## src/rtl/comma_deser_pkg.sv

```systemverilog
package comma_deser_pkg;
   localparam int unsigned CD_CHAR_W    = 10;
   localparam int unsigned CD_COMMA_W   = 7;
   localparam logic [6:0]  CD_COMMA_PAT = 7'b1111100;
endpackage

```

## src/rtl/cd_clkgen.sv

```systemverilog
module cd_clkgen #(
   parameter int unsigned CHAR_W = 10
) (
   input  logic clk,
   input  logic rst,
   output logic clk_p,
   output logic clk_n,
   output logic ld
);
   localparam int unsigned PER   = 2 * CHAR_W;
   localparam int unsigned PH_W  = $clog2(PER);
   localparam int unsigned MID   = CHAR_W / 2;
   localparam int unsigned SC_W  = $clog2(CHAR_W + 1) + 1;
   localparam logic [PH_W-1:0] PH_LAST = PH_W'(PER - 1);
   localparam logic [PH_W-1:0] PH_HALF = PH_W'(CHAR_W - 1);
   localparam logic [PH_W-1:0] LD_A    = PH_W'(MID - 1);
   localparam logic [PH_W-1:0] LD_B    = PH_W'(CHAR_W + MID - 1);

   logic [PH_W-1:0] ph_q;
   logic            flip;

   assign flip = (ph_q == PH_HALF) || (ph_q == PH_LAST);
   assign ld   = (ph_q == LD_A) || (ph_q == LD_B);

   always_ff @(posedge clk) begin
      if (rst) begin
         ph_q  <= '0;
         clk_p <= 1'b0;
         clk_n <= 1'b1;
      end else begin
         ph_q <= (ph_q == PH_LAST) ? '0 : ph_q + 1'b1;
         if (flip) begin
            clk_p <= ~clk_p;
            clk_n <= ~clk_n;
         end
      end
   end

   // checker: half-period counter
   logic [SC_W-1:0] since_q;
   logic            prev_p;
   always_ff @(posedge clk) begin
      if (rst) begin
         since_q <= '0;
         prev_p  <= 1'b0;
      end else begin
         since_q <= (clk_p != prev_p) ? SC_W'(1) : since_q + 1'b1;
         prev_p  <= clk_p;
      end
   end

   a_r4_complement: assert property (@(posedge clk) disable iff (rst)
      clk_p != clk_n);
   a_r4_half_period: assert property (@(posedge clk) disable iff (rst)
      !$stable(clk_p) |-> since_q == SC_W'(CHAR_W));
endmodule

```

## src/rtl/cd_aligner.sv

```systemverilog
module cd_aligner #(
   parameter int unsigned          CHAR_W    = 10,
   parameter int unsigned          COMMA_W   = 7,
   parameter logic [COMMA_W-1:0]   COMMA_PAT = '0
) (
   input  logic              clk,
   input  logic              rst,
   input  logic              sig_ok,
   input  logic              ser_in,
   output logic [CHAR_W-1:0] st_char,
   output logic              st_comma
);
   localparam int unsigned      CNT_W = $clog2(CHAR_W);
   localparam logic [CNT_W-1:0] LAST  = CNT_W'(CHAR_W - 1);

   logic [CHAR_W-1:0]  sh_q;
   logic [CHAR_W-1:0]  sh_n;
   logic [CNT_W-1:0]   cnt_q;
   logic [COMMA_W-1:0] match;
   logic               hit;
   logic               at_end;
   logic               emit;

   // newest bit enters at the top; oldest of the window sits at bit 0
   assign sh_n = {ser_in, sh_q[CHAR_W-1:1]};

   for (genvar g = 0; g < COMMA_W; g++) begin : g_match
      assign match[g] = (sh_n[g] == COMMA_PAT[g]);
   end

   assign hit    = &match;
   assign at_end = (cnt_q == LAST);
   assign emit   = at_end || hit;

   always_ff @(posedge clk) begin
      if (rst) begin
         sh_q     <= '0;
         cnt_q    <= '0;
         st_char  <= '0;
         st_comma <= 1'b0;
      end else if (sig_ok) begin
         sh_q  <= sh_n;
         cnt_q <= emit ? '0 : cnt_q + 1'b1;
         if (emit) begin
            st_char  <= sh_n;
            st_comma <= hit;
         end
      end
   end

   // a misplaced comma restarts the character count
   a_r2_realign: assert property (@(posedge clk) disable iff (rst)
      (sig_ok && hit && !at_end) |=> cnt_q == '0);
   // nothing moves while the input is invalid
   a_r7_frozen: assert property (@(posedge clk) disable iff (rst)
      !sig_ok |=> $stable(cnt_q) && $stable(sh_q) && $stable(st_char));
endmodule

```

## src/rtl/cd_outreg.sv

```systemverilog
module cd_outreg #(
   parameter int unsigned        CHAR_W    = 10,
   parameter int unsigned        COMMA_W   = 7,
   parameter logic [COMMA_W-1:0] COMMA_PAT = '0
) (
   input  logic              clk,
   input  logic              rst,
   input  logic              ld,
   input  logic              sig_ok,
   input  logic              clk_p,
   input  logic [CHAR_W-1:0] st_char,
   input  logic              st_comma,
   output logic [CHAR_W-1:0] char_q,
   output logic              comma_q
);
   localparam int unsigned MID  = CHAR_W / 2;
   localparam int unsigned SC_W = $clog2(CHAR_W + 1) + 1;

   always_ff @(posedge clk) begin
      if (rst) begin
         char_q  <= '0;
         comma_q <= 1'b0;
      end else if (ld && sig_ok) begin
         char_q  <= st_char;
         comma_q <= st_comma;
      end
   end

   // checker: cycles since the last capture-clock transition
   logic [SC_W-1:0] since_q;
   logic            prev_p;
   always_ff @(posedge clk) begin
      if (rst) begin
         since_q <= '0;
         prev_p  <= 1'b0;
      end else begin
         since_q <= (clk_p != prev_p) ? SC_W'(1) : since_q + 1'b1;
         prev_p  <= clk_p;
      end
   end

   a_r5_midpoint: assert property (@(posedge clk) disable iff (rst)
      (!$stable(char_q) || !$stable(comma_q)) |-> since_q == SC_W'(MID));
   a_r3_flag_pattern: assert property (@(posedge clk) disable iff (rst)
      comma_q |-> char_q[COMMA_W-1:0] == COMMA_PAT);
   a_r7_hold: assert property (@(posedge clk) disable iff (rst)
      !sig_ok |=> $stable(char_q) && $stable(comma_q));
endmodule

```

## src/rtl/comma_deser.sv

```systemverilog
module comma_deser
   import comma_deser_pkg::*;
#(
   parameter int unsigned        CHAR_W    = CD_CHAR_W,
   parameter int unsigned        COMMA_W   = CD_COMMA_W,
   parameter logic [COMMA_W-1:0] COMMA_PAT = CD_COMMA_PAT
) (
   input  logic              clk_bit,
   input  logic              rst,
   input  logic              sig_ok,
   input  logic              ser_in,
   output logic [CHAR_W-1:0] char_q,
   output logic              comma_q,
   output logic              cap_clk_p,
   output logic              cap_clk_n
);
   if (CHAR_W % 2 != 0) begin : g_bad_even
      $error("CHAR_W must be even so the output slot sits midway");
   end
   if (CHAR_W < 4) begin : g_bad_small
      $error("CHAR_W must be at least 4");
   end
   if (COMMA_W > CHAR_W || COMMA_W < 2) begin : g_bad_comma
      $error("COMMA_W must lie between 2 and CHAR_W");
   end

   logic              ld;
   logic [CHAR_W-1:0] st_char;
   logic              st_comma;

   cd_clkgen #(.CHAR_W(CHAR_W)) u_clkgen (
      .clk   (clk_bit),
      .rst   (rst),
      .clk_p (cap_clk_p),
      .clk_n (cap_clk_n),
      .ld    (ld)
   );

   cd_aligner #(.CHAR_W(CHAR_W), .COMMA_W(COMMA_W), .COMMA_PAT(COMMA_PAT)) u_aligner (
      .clk      (clk_bit),
      .rst      (rst),
      .sig_ok   (sig_ok),
      .ser_in   (ser_in),
      .st_char  (st_char),
      .st_comma (st_comma)
   );

   cd_outreg #(.CHAR_W(CHAR_W), .COMMA_W(COMMA_W), .COMMA_PAT(COMMA_PAT)) u_outreg (
      .clk      (clk_bit),
      .rst      (rst),
      .ld       (ld),
      .sig_ok   (sig_ok),
      .clk_p    (cap_clk_p),
      .st_char  (st_char),
      .st_comma (st_comma),
      .char_q   (char_q),
      .comma_q  (comma_q)
   );
endmodule

```

## config.mk

```make
export PLATFORM = sky130hd
export DESIGN_NAME = comma_deser
export DESIGN_NICKNAME = d
export VERILOG_FILES = /design/src/rtl/comma_deser_pkg.sv /design/src/rtl/cd_clkgen.sv /design/src/rtl/cd_aligner.sv /design/src/rtl/cd_outreg.sv /design/src/rtl/comma_deser.sv
export SDC_FILE = /design/constraint.sdc
export NUM_CORES = 1
export LEC_CHECK = 0
export BUFFER_PORTS_ARGS = -buffer_cell sky130_fd_sc_hd__buf_2
export CAP_MARGIN = 40
export CORE_MARGIN = 2
export CORE_UTILIZATION = 54
export CTS_BUF_LIST = sky130_fd_sc_hd__clkbuf_2
export CTS_CLUSTER_SIZE = 24
export DETAILED_ROUTE_END_ITERATION = 7
export HOLD_SLACK_MARGIN = 0.03
export PLACE_DENSITY = 0.78
export SLEW_MARGIN = 20
export SYNTH_ARGS = -nofsm -noshare
export SYNTH_HDL_FRONTEND = slang
export SYNTH_SLANG_ARGS = --single-unit
```

## constraint.sdc

```tcl
create_clock -name clk_bit -period 1.5 [get_ports clk_bit]
set_clock_uncertainty 0.2 [all_clocks]
set_input_delay 0.3 -clock clk_bit [delete_from_list [all_inputs] [get_ports clk_bit]]
set_output_delay 0.3 -clock clk_bit [all_outputs]
set_load 0.01 [all_outputs]
```

# Yosys cells after proc, flatten, opt, wreduce, memory -nomap -nowiden
# Cells that the tools add are included.
# op_classes
reduce_logical	7
n_eq_ne	5
mux	1
addsub	2
bitwise	4
# ops
cell	n
5-bit by 4-bit equality test with 1-bit output, second input constant	2
7-bit AND reduction	1
5-bit by 1-bit adder with 5-bit output, second input constant	1
5-bit by 3-bit equality test with 1-bit output, second input constant	1
5-bit equality test, second input constant	1
4-bit by 1-bit adder with 4-bit output, second input constant	1
4-bit equality test, second input constant	1
4-bit 2-to-1 mux	1
1-bit inverter	4
1-bit logical OR	3
2-bit AND reduction	1
2-bit OR reduction	1
1-bit logical AND	1
# totals
regBits	43
output_inout_bits	13

# Longest topological paths before layout
# Gate-level depths: netlist (run 1).
# depth
word_depth	4
mapped_depth	6

# Modules after synthesis
# Synthesis (run 1) repeated with hierarchy kept, for this count alone.
# hier_totals
hier_cells	193
hier_area_um2	1983.2
# by_module_without_submodules
mod	seq_area_each_um2	instances	area_per_inst_um2	cells_each
cd_aligner	480.5	1	1071.0	103
cd_outreg	220.2	1	513.0	49
cd_clkgen	140.1	1	399.1	41

# Worst setup path before layout (run 1)
# No wires, ideal clock.
# synth_path
kind	register to register
startpoint	reg u_clkgen.ph_q[0]
endpoint	reg u_outreg.char_q[0]
stages_incl_launch_ff	7
slack_ns	-0.009
arrival_time_ns	1.178
cell_sequence	dfxtp_1 > inv_1 > ha_1 > mux2_2 > buf_4 > nand3_1 > a21oi_1
# synth_via
elab_chain_cells	3
# synth_rtl
item	line_no	text
start, declared	cd_clkgen.sv:19	logic [PH_W-1:0] ph_q;
start signal, assigned	cd_clkgen.sv:31	ph_q <= (ph_q == PH_LAST) ? '0 : ph_q + 1'b1;
5-bit by 3-bit equality test with 1-bit output / 5-bit by 4-bit equality test with 1-bit output (equally long branches)	cd_clkgen.sv:23	assign ld = (ph_q == LD_A) || (ph_q == LD_B);
1-bit logical OR *	cd_clkgen.sv:23	
1-bit logical AND *	cd_outreg.sv:23	end else if (ld && sig_ok) begin
end signal, assigned	cd_outreg.sv:24	char_q <= st_char;
end, declared	cd_outreg.sv:13	output logic [CHAR_W-1:0] char_q,
# Every way passes the cells marked *; elsewhere a longest branch is shown, timed or not.
# A chain may end at the register's enable or synchronous reset.

# Worst setup path after layout (run 1)
# layout_path
startpoint	reg u_clkgen.ph_q[1]
endpoint	reg u_clkgen.clk_n
# layout_via
elab_chain_cells	2
# layout_rtl
item	line_no	text
5-bit by 4-bit equality test with 1-bit output / 5-bit equality test (equally long branches)	cd_clkgen.sv:22	assign flip = (ph_q == PH_HALF) || (ph_q == PH_LAST);
1-bit logical OR *	cd_clkgen.sv:22	
end signal, assigned	cd_clkgen.sv:34	clk_n <= ~clk_n;
end, declared	cd_clkgen.sv:7	output logic clk_n,
# Marked as above.

==> impl_metrics.yaml, run 1 <==
global_routing:
  grt_pass1_vias: 1386
  antenna_found_initial: 0
  overflow: 0
  grt_max_degree: 23
  grt_pass1_wl_um: 6040
  grtUsageTotal: 0.217
sta:
  setup_viol: 7
  rsz0062_at_grt: "yes"
  hold_viol_final: 0
  slew_viol_final: 0
  post-route-min-period_ns: 1.53
  tns_ns: -0.115
  finalWorstSetupSlack_ns: -0.0256
  worstMarginPinSlew_ns: 0.192
  fmax_ghz: 0.655
  maxSlewHeadroom: 0.869
  fin_crit_sh: 1.02
synth:
  ys_types: 32
  syn-num-nets: 201
  synthTopCellsByArea: "dfxtp_1 47%, mux2i_1 11%, ha_1 4.2%"
  dominantRegCellSynth: "dfxtp_1"
  yosysSeqAreaShare: 0.466
  netlist.area_leader.share: 0.466
  ys_ff_latch: 42
  synth_warnings: 0
  syn_area_um2: 1800
  synth_top_cell_by_area: "dfxtp_1"
  synth-edff-count: 0
  synthArstFlopShare: 0
  syn_area_per_cell_um2: 9.45
  synthCells: 191
routing:
  drcViolationCount: 0
  drt_iter0_drc: 74
  first_pass_iters: 4
  vias: 1484
  routedWlPerCell_um: 14.9
  routed_wl_um: 4060
  viasPerCell: 5.46
  ant_nets: 0
critical_path:
  path_class: "flop to flop"
  start_kind: "flop"
  required_ns: 1.66
  end_kind: "flop"
  crit_fanout: 4
  cp.arrival_ns: 1.69
die:
  core_area_um2: 3130
  die_w_um: 61.8
  io_pins: 17
  die-height_um: 61.8
  start_util: 0.577
  die_area_um2: 3820
  rows: 20
clock_tree:
  clock_latency_ns: 0.41
  cts.htree.levels: 2
  cts.sinks: 42
  numCtsBuffers: 5
  cts_max_path_buffers: 2
  cts_tree: "done"
  path_clk_slew_ns: 0.21
  clock-root-buffer: "clkbuf_2"
run_status:
  violations: "negative setup slack"
  run_status: "finished, violations left"
final_layout:
  multiInputGateArea_um2: 965
  regArea_um2: 856
  drive_gt1_frac: 0.338
  antenna_cells: 0
  num-nets-final: 237
  finalNonFillerCells: 272
  final_common_cell: "dfxtp_1"
  fillers: 223
  areaGrowthSynthToFinish_pct: 26.6
  mostFrequentLayoutCells: "34 x dfxtp_1, 21 x buf_4, 18 x nand2_1, 18 x mux2i_1, 16 x buf_2"
placed_design:
  dp_hpwl_um: 2530
  gp_congestion: 0.792
  dp.cells: 257
  portBuffers: 16
worst_hold_path:
  hp-class: "input port to flop"
pwr:
  ir_worst_vdd_mv: 0.810
  power_w: 0.00203
  power_leakage_nw: 1.01
  p_per_area_nw_per_um2: 887
flow_run:
  maxCapViolations: 0
-- critical path, stage by stage (launching register included) --
cell and delay (ns):
dfxtp_4 0.44, ha_4 0.14, nand3b_1 0.14, a21oi_2 0.22, buf_4 0.14, mux2i_1 0.19
-- metal layers --
layer	track usage	up-vias	routed length, µm
li1	-	725	-
met1	0.263	710	1710
met2	0.352	36	2100
met3	0.0704	13	153
met4	0.0973	0	97
met5	0	-	0
-- synth_stat cells, types with 5 or more instances --
cell type	count
nand2_1	18
ha_1	6
a21oi_1	14
dfxtp_1	42
inv_1	5
o21ai_0	10
buf_2	7
nand3_1	12
mux2i_1	19
nor2_1	15
-- power breakdown --
group	total, W	switching, W	internal [W]
combinational	0.000212	0.000114	0.0000986
clock	0.000655	0.000378	0.000276
sequential	0.00116	0.0000241	0.00114
total	0.00203	0.000516	0.00151
-- cell type report --
class                   instances  share of cell area
multi-input cells             130               0.422
inverters                       5             0.00821
repair buffers                 43               0.142
flip-flops and latches         42               0.375
well taps                      44              0.0241
clock buffers                   5              0.0110
clock inverters                 3              0.0175
-- sequential cells by signal, indices dropped and copies added, names as in the netlist --
name,flops
u_clkgen.ph_q,5
u_aligner.st_char,10
u_aligner.st_comma,1
u_aligner.cnt_q,4
u_clkgen.clk_p,1
u_aligner.sh_q,9
u_outreg.comma_q,1
u_clkgen.clk_n,1
u_outreg.char_q,10
-- metrics by stage --
| step | setup WS [ns] | area [µm²] | hold slack (ns) | utilization |
|---|---|---|---|---|
| 2_1_floorplan | 0.0201 | 1810 | 0.233 | - |
| 3_3_place_gp | 0.0483 | 2020 | 0.246 | 0.647 |
| 3_5_place_dp | -0.0362 | 2020 | 0.260 | 0.647 |
| 4_1_cts | -0.0126 | 2130 | 0.194 | 0.682 |
| 5_1_grt | -0.0937 | 2280 | 0.237 | 0.730 |
| 6_report | -0.0256 | 2280 | 0.220 | 0.730 |
-- worst paths after layout --
path | start | to | slack, ns | depth (start not counted)
hold / removal | sig_ok | u_aligner.cnt_q[1]$_SDFFE_PP0P_ | 0.22 | 4
setup / recovery | u_clkgen.ph_q[1]$_SDFF_PP0_ | u_clkgen.clk_n$_SDFFE_PP1P_ | -0.03 | 5
hold reg to reg | u_aligner.st_char[6]$_SDFFE_PP0P_ | u_outreg.char_q[6]$_SDFFE_PP0P_ | 0.28 | 2
setup reg to reg | u_clkgen.ph_q[1]$_SDFF_PP0_ | u_clkgen.clk_n$_SDFFE_PP1P_ | -0.03 | 5
-- logic make-up (layout without fill, tap and decap cells) --
group                      Yosys count  in the layout  synth area share
AOI/OAI and AO/OA                   32             32             0.104
xor gates and xnor gates             4              4            0.0194
adders and majority gates            6              6            0.0416
buffers and inverters               19             56            0.0548
DFF                                 42             42             0.466
muxes                               21             21             0.118
and+or+nand+nor                     67             67             0.196
-- what timing repair did --
item	in CTS	in global routing
resized for setup	5	34
hold endpoints to repair	3	0
setup buffers	2	1
setup endpoints to repair	21	28
hold buffers	2	0
gates cloned	0	2
pin swaps	2	8
No activity file was read; power rests on OpenSTA's default activity.
==> run 2, diff against run 1 <==
--- a/config.mk
+++ b/config.mk
@@ -8,7 +8,7 @@
 export BUFFER_PORTS_ARGS = -buffer_cell sky130_fd_sc_hd__buf_2
 export CAP_MARGIN = 40
 export CORE_MARGIN = 2
-export CORE_UTILIZATION = 54
+export CORE_UTILIZATION = 55
 export CTS_BUF_LIST = sky130_fd_sc_hd__clkbuf_2
 export CTS_CLUSTER_SIZE = 24
 export DETAILED_ROUTE_END_ITERATION = 7
@@ -17,4 +17,5 @@
 export SLEW_MARGIN = 20
 export SYNTH_ARGS = -nofsm -noshare
 export SYNTH_HDL_FRONTEND = slang
+export SYNTH_HIERARCHICAL = 1
 export SYNTH_SLANG_ARGS = --single-unit
==> run 2 against run 1 <==
The flow still finishes with violations (negative setup slack). Critical path depth is 1 higher. Die area is 7.4% higher. Sequential power hardly changed. Largest cell class unchanged.
==> impl_metrics.yaml, run 2 <==
global_routing:
  grt_pass1_vias: 1518
  grt_max_degree: 27
  antenna_found_initial: 0
  grt_pass1_wl_um: 6720
  grtUsageTotal: 0.213
  overflow: 0
final_layout:
  final_common_cell: "dfxtp_1"
  drive_gt1_frac: 0.346
  num-nets-final: 240
  mostFrequentLayoutCells: "38 x dfxtp_1, 22 x buf_4, 21 x mux2i_1, 20 x nand2b_1"
  antenna_cells: 0
  layout_top_registers: "u_aligner/st_char (10), u_outreg/char_q (10), u_aligner/sh_q (9)"
  areaGrowthSynthToFinish_pct: 20.3
synth:
  synthCells: 193
  synthTopCellsByArea: "dfxtp_1 42%, mux2i_1 11%, nand2b_1 6.3%"
  synthMostInstantiatedCell: "dfxtp_1"
  synth_top_cell_by_area: "dfxtp_1"
  dominantRegCellSynth: "dfxtp_1"
  synth_warnings: 6
  syn_area_per_cell_um2: 10.3
  netlist.area_leader.share: 0.424
  ys_types: 36
  synth-edff-count: 0
  synthArstFlopShare: 0
  syn-num-nets: 203
  yosysSeqAreaShare: 0.424
  syn_area_um2: 1980
  synth_common_cells: "42 x dfxtp_1, 21 x mux2i_1, 20 x nand2b_1"
  ys_ff_latch: 42
die:
  io_pins: 17
  rows: 21
  start_util: 0.585
  core_area_um2: 3390
  die_w_um: 64.0
  die-height_um: 64.0
  die_area_um2: 4100
pwr:
  ir_worst_vdd_mv: 0.522
  p_per_area_nw_per_um2: 830
  power_leakage_nw: 0.954
critical_path:
  crit_family: "flip-flops"
  crit_fanout: 3
  slowest_delay_ns: 0.40
  start_kind: "flop"
  path_buf_inv: 2
  end_kind: "flop"
  required_ns: 1.59
  path_class: "flop to flop"
  crit_chain: "buf_4 -> buf_6 -> ha_1 -> nand3b_1 -> a21oi_4 -> mux2_4"
  slowest_stage: "dfxtp_4"
  cp.arrival_ns: 1.75
sta:
  finalWorstSetupSlack_ns: -0.159
  hold_viol_final: 0
  fmax_ghz: 0.603
  rsz0062_at_grt: "yes"
  holdWs_ns: 0.0857
  slew_viol_final: 0
  worstMarginPinSlew_ns: 0.391
  maxSlewHeadroom: 0.739
  setup_viol: 22
  post-route-min-period_ns: 1.66
  fin_crit_sh: 1.11
flow_run:
  maxCapViolations: 0
routing:
  drcViolationCount: 0
  viasPerCell: 5.21
  vias: 1442
  routed_wl_um: 3880
  first_pass_iters: 4
  ant_nets: 0
  drt_iter0_drc: 60
  routedWlPerCell_um: 14.0
clock_tree:
  cts.sinks: 42
  numCtsBuffers: 5
  cts_tree: "done"
  cts.htree.levels: 2
  cts_max_path_buffers: 2
  clock-root-buffer: "clkbuf_2"
  clock_latency_ns: 0.42
  path_clk_slew_ns: 0.23
placed_design:
  portBuffers: 16
  gp_congestion: 0.743
  dp_hpwl_um: 2720
  place_ws_ns: -0.170
worst_hold_path:
  hp-class: "input port to flop"
run_status:
  violations: "negative setup slack"
  run_status: "finished, violations left"
-- run 2: layer usage --
layer	part of all wire	up-vias	track usage
met3	0.035	4	0.0423
li1	-	732	-
met4	0.010	0	0.101
met2	0.53	21	0.383
met5	0	-	0
met1	0.43	685	0.238
-- run 2: final cells by class --
class                   instances  area, µm²
multi-input cells             133       1090
fillers                       261       1000
flip-flops and latches         42        848
repair buffers                 42        298
well taps                      46       57.6
clock buffers                   7       35.0
clock inverters                 1       30.0
inverters                       6       22.5
-- run 2: path summary, 6_finish.rpt --
path | startpoint | endpoint | slack (ns) | cells after the start
setup / recovery | u_clkgen/ph_q[0]$_SDFF_PP0_ | u_clkgen/clk_p$_SDFFE_PP0P_ | -0.16 | 6
hold / removal | rst | u_aligner/sh_q[6]$_SDFFE_PP0P_ | 0.09 | 2
setup reg to reg | u_clkgen/ph_q[0]$_SDFF_PP0_ | u_clkgen/clk_p$_SDFFE_PP0P_ | -0.16 | 6
hold reg to reg | u_aligner/st_char[9]$_SDFFE_PP0P_ | u_outreg/char_q[9]$_SDFFE_PP0P_ | 0.27 | 2
-- run 2: worst register-to-register path, cell delays in order, from the launching register on --
cell and delay, ns:
dfxtp_4 0.40, buf_4 0.11, buf_6 0.10, ha_1 0.15
nand3b_1 0.12, a21oi_4 0.18, mux2_4 0.31
-- run 2: kinds of logic after synthesis --
kind of cell               synth area share
buffers and inverters                0.0593
AOI/OAI and AO/OA                     0.140
DFF                                   0.424
muxes                                 0.114
xor gates and xnor gates             0.0177
adders and majority gates            0.0379
and+or+nand+nor                       0.208
-- run 2: metrics by stage --
stage	util	TNS, ns	total power, W	area (µm²)	cells
CTS	0.694	-1.26	0.00198	2350	276
global route	0.704	-3.72	0.00205	2390	277
finish	0.704	-1.63	0.00198	2390	277
floorplan	-	-0.0697	0.00127	1990	193
detailed placement	0.645	-2.17	0.00131	2190	261
global placement	0.645	-0.517	0.00130	2190	261
-- run 2: power breakdown --
| group | internal [W] | switching [W] | leakage [nW] | total (W) |
|---|---|---|---|---|
| sequential | 0.00113 | 0.0000136 | 0.341 | 0.00115 |
| combinational | 0.0000823 | 0.0000925 | 0.570 | 0.000175 |
| clock | 0.000297 | 0.000361 | 0.0432 | 0.000658 |
-- run 2: timing repair --
| item | CTS | global route |
|---|---|---|
| gates cloned | 1 | 0 |
| endpoints found under the hold margin | 2 | 0 |
| gates resized for setup | 13 | 5 |
| pin swaps | 6 | 7 |
| setup buffers | 5 | 1 |
| endpoints found under the setup margin | 23 | 28 |
| hold buffers | 1 | 0 |
==> run 3, diff against run 2 <==
--- a/config.mk
+++ b/config.mk
@@ -5,15 +5,17 @@
 export SDC_FILE = /design/constraint.sdc
 export NUM_CORES = 1
 export LEC_CHECK = 0
+export ABC_AREA = 1
 export BUFFER_PORTS_ARGS = -buffer_cell sky130_fd_sc_hd__buf_2
 export CAP_MARGIN = 40
 export CORE_MARGIN = 2
-export CORE_UTILIZATION = 55
+export CORE_UTILIZATION = 60
 export CTS_BUF_LIST = sky130_fd_sc_hd__clkbuf_2
 export CTS_CLUSTER_SIZE = 24
 export DETAILED_ROUTE_END_ITERATION = 7
 export HOLD_SLACK_MARGIN = 0.03
-export PLACE_DENSITY = 0.78
+export MAX_ROUTING_LAYER = met4
+export PLACE_DENSITY = 0.81
 export SLEW_MARGIN = 20
 export SYNTH_ARGS = -nofsm -noshare
 export SYNTH_HDL_FRONTEND = slang
==> constraint.sdc (replaced) <==
create_clock -name clk_bit -period 2 [get_ports clk_bit]
set_clock_uncertainty 0.2 [all_clocks]
set_input_delay 0.4 -clock clk_bit [delete_from_list [all_inputs] [get_ports clk_bit]]
set_output_delay 0.4 -clock clk_bit [all_outputs]
set_load 0.01 [all_outputs]
==> run 3 against run 2 <==
The run now ends clean. Final area is 18% lower. Sequential share of layout area grew 7.3 points. Area after synthesis is 6.5% lower. Worst setup slack improved by 0.48 ns. Total power fell by 32%. Combinational power shrank 39%. Wire length decreased by 22%. Die area decreased by 13%. Non-clock buffer count is 23 lower. Final cell count is 6.1% higher. Via count grew 3.0%.
==> impl_metrics.yaml, run 3 <==
final_layout:
  drive_gt1_frac: 0.176
  final_common_cell: "nand2_1"
  fillers: 269
  mostFrequentLayoutCells: "48 x nand2_1, 42 x dfxtp_1, 35 x nor2_1, 27 x inv_1"
  antenna_cells: 0
  areaGrowthSynthToFinish_pct: 5.80
  layout_top_registers: "u_aligner/st_char (10), u_outreg/char_q (10), u_aligner/sh_q (9)"
  final_area_um2: 1960
  num-nets-final: 270
placed_design:
  place_ws_ns: 0.296
  dp_hpwl_um: 2070
  portBuffers: 16
  gp_congestion: 0.804
  postPlaceCellArea_um2: 1910
synth:
  synth-edff-count: 0
  netlist.area_leader.share: 0.453
  synthCells: 245
  yosysSeqAreaShare: 0.453
  synth_top_cell_by_area: "dfxtp_1"
  syn-num-nets: 255
  synth_warnings: 6
  dominantRegCellSynth: "dfxtp_1"
  syn_area_per_cell_um2: 7.57
  synthMostInstantiatedCell: "nand2_1"
  ys_types: 26
  syn_area_um2: 1850
  synthArstFlopShare: 0
  synth_common_cells: "48 x nand2_1, 42 x dfxtp_1, 35 x nor2_1"
  ys_ff_latch: 42
  synthTopCellsByArea: "dfxtp_1 45%, nand2_1 9.7%, nor2_1 7.1%"
flow_run:
  maxCapViolations: 0
die:
  start_util: 0.617
  core_area_um2: 3000
  die_area_um2: 3550
  io_pins: 17
  die_w_um: 59.6
  rows: 20
  die-height_um: 59.6
routing:
  drcViolationCount: 0
  vias: 1485
  viasPerCell: 5.05
  ant_nets: 0
  drt_iter0_drc: 146
  first_pass_iters: 5
  routedWlPerCell_um: 10.2
  routed_wl_um: 3010
clock_tree:
  path_clk_slew_ns: 0.20
  numCtsBuffers: 5
  clock-root-buffer: "clkbuf_2"
  cts_setup_buffers: 0
  cts_max_path_buffers: 2
  cts.sinks: 42
  cts_tree: "done"
  cts.htree.levels: 2
  clock_latency_ns: 0.39
worst_hold_path:
  hp-class: "input port to flop"
  worstHoldPathCells: 2
critical_path:
  cpMostUsedCell: "nand2_2"
  worstSetupPathDepth: 6
  crit_fanout: 13
  r2r_cells: 6
  crit_chain: "inv_1 -> ha_1 -> nand3_1 -> nand2_2 -> nand2_2 -> nor3b_1"
  end_kind: "flop"
  path_class: "flop to flop"
  start_kind: "flop"
  cp.arrival_ns: 1.81
  crit_family: "simple AND/OR/NAND/NOR gates"
  path_buf_inv: 1
  slowest_delay_ns: 0.45
  slowest_stage: "dfxtp_1"
  required_ns: 2.13
pwr:
  power_leakage_nw: 0.929
  ir_worst_vdd_mv: 0.351
  p_per_area_nw_per_um2: 689
  power_w: 0.00135
sta:
  fin_crit_sh: 0.839
  rsz0062_at_grt: "no"
  tns_ns: 0
  hold_viol_final: 0
  finalWorstSetupSlack_ns: 0.321
  slew_viol_final: 0
  post-route-min-period_ns: 1.68
  maxSlewHeadroom: 0.726
  worstMarginPinSlew_ns: 0.411
  fmax_ghz: 0.596
  holdWs_ns: 0.118
  setup_viol: 0
global_routing:
  antenna_found_initial: 0
  grt_pass1_vias: 1227
  overflow: 0
  grt_max_degree: 26
  grt_pass1_wl_um: 5180
  grtUsageTotal: 0.199
run_status:
  run_status: "finished clean"
run 3: cells by family (layout without fill, tap and decap cells):
kind of cell	Yosys count	in the layout	share of synthesized area
flops	42	42	0.453
compound gates	34	34	0.101
simple gates	121	121	0.293
buf+inv	42	58	0.112
fa+ha+maj	6	6	0.0405
run 3: path summary, 6_finish.rpt:
kind / to / start / slack, ns
setup reg to reg: u_aligner/cnt_q[2]$_SDFFE_PP0P_ / u_aligner/cnt_q[1]$_SDFFE_PP0P_ / 0.32
hold / removal: u_aligner/cnt_q[1]$_SDFFE_PP0P_ / rst / 0.12
setup / recovery: u_aligner/cnt_q[2]$_SDFFE_PP0P_ / u_aligner/cnt_q[1]$_SDFFE_PP0P_ / 0.32
hold reg to reg: u_aligner/st_char[8]$_SDFFE_PP0P_ / u_aligner/st_char[8]$_SDFFE_PP0P_ / 0.28
run 3: layout make-up:
cell class | instances | area, µm² | share of cell area
clock buffers | 5 | 25.0 | 0.0128
clock inverters | 3 | 21.3 | 0.0108
inverters | 31 | 123 | 0.0625
multi-input cells | 161 | 806 | 0.411
flip-flops and latches | 42 | 841 | 0.429
well taps | 33 | 41.3 | 0.0210
repair buffers | 19 | 105 | 0.0536
run 3: layer usage:
layer  vias to the layer above  share of wire  GRT usage
met5                         -              0          -
met4                         0          0.020     0.0952
met3                         7          0.043     0.0393
met2                        29           0.42      0.281
met1                       650           0.51      0.270
li1                        799              -          -
run 3: what timing repair did:
item                                   4_1_cts  5_1_grt
gates resized for setup                      0        0
hold buffers                                 1        0
endpoints found under the hold margin        1        0
run 3: report_power, final:
| group | internal (W) | total (W) | switching (W) |
|---|---|---|---|
| Sequential | 0.000863 | 0.000885 | 0.0000219 |
| Clock | 0.0000859 | 0.000361 | 0.000275 |
| Combinational | 0.0000377 | 0.000106 | 0.0000679 |
run 3: worst register-to-register path, stage by stage, from the launching register on:
cell	delay [ns]
dfxtp_1	0.45
inv_1	0.07
ha_1	0.17
nand3_1	0.12
nand2_2	0.17
nand2_2	0.25
nor3b_1	0.20
run 3: stage by stage:
step                      utilization  std cells
after detailed placement        0.635        285
after global routing            0.653        294
after floorplan                     -        245
after CTS                       0.653        294
after global placement          0.635        285
final                           0.653        294
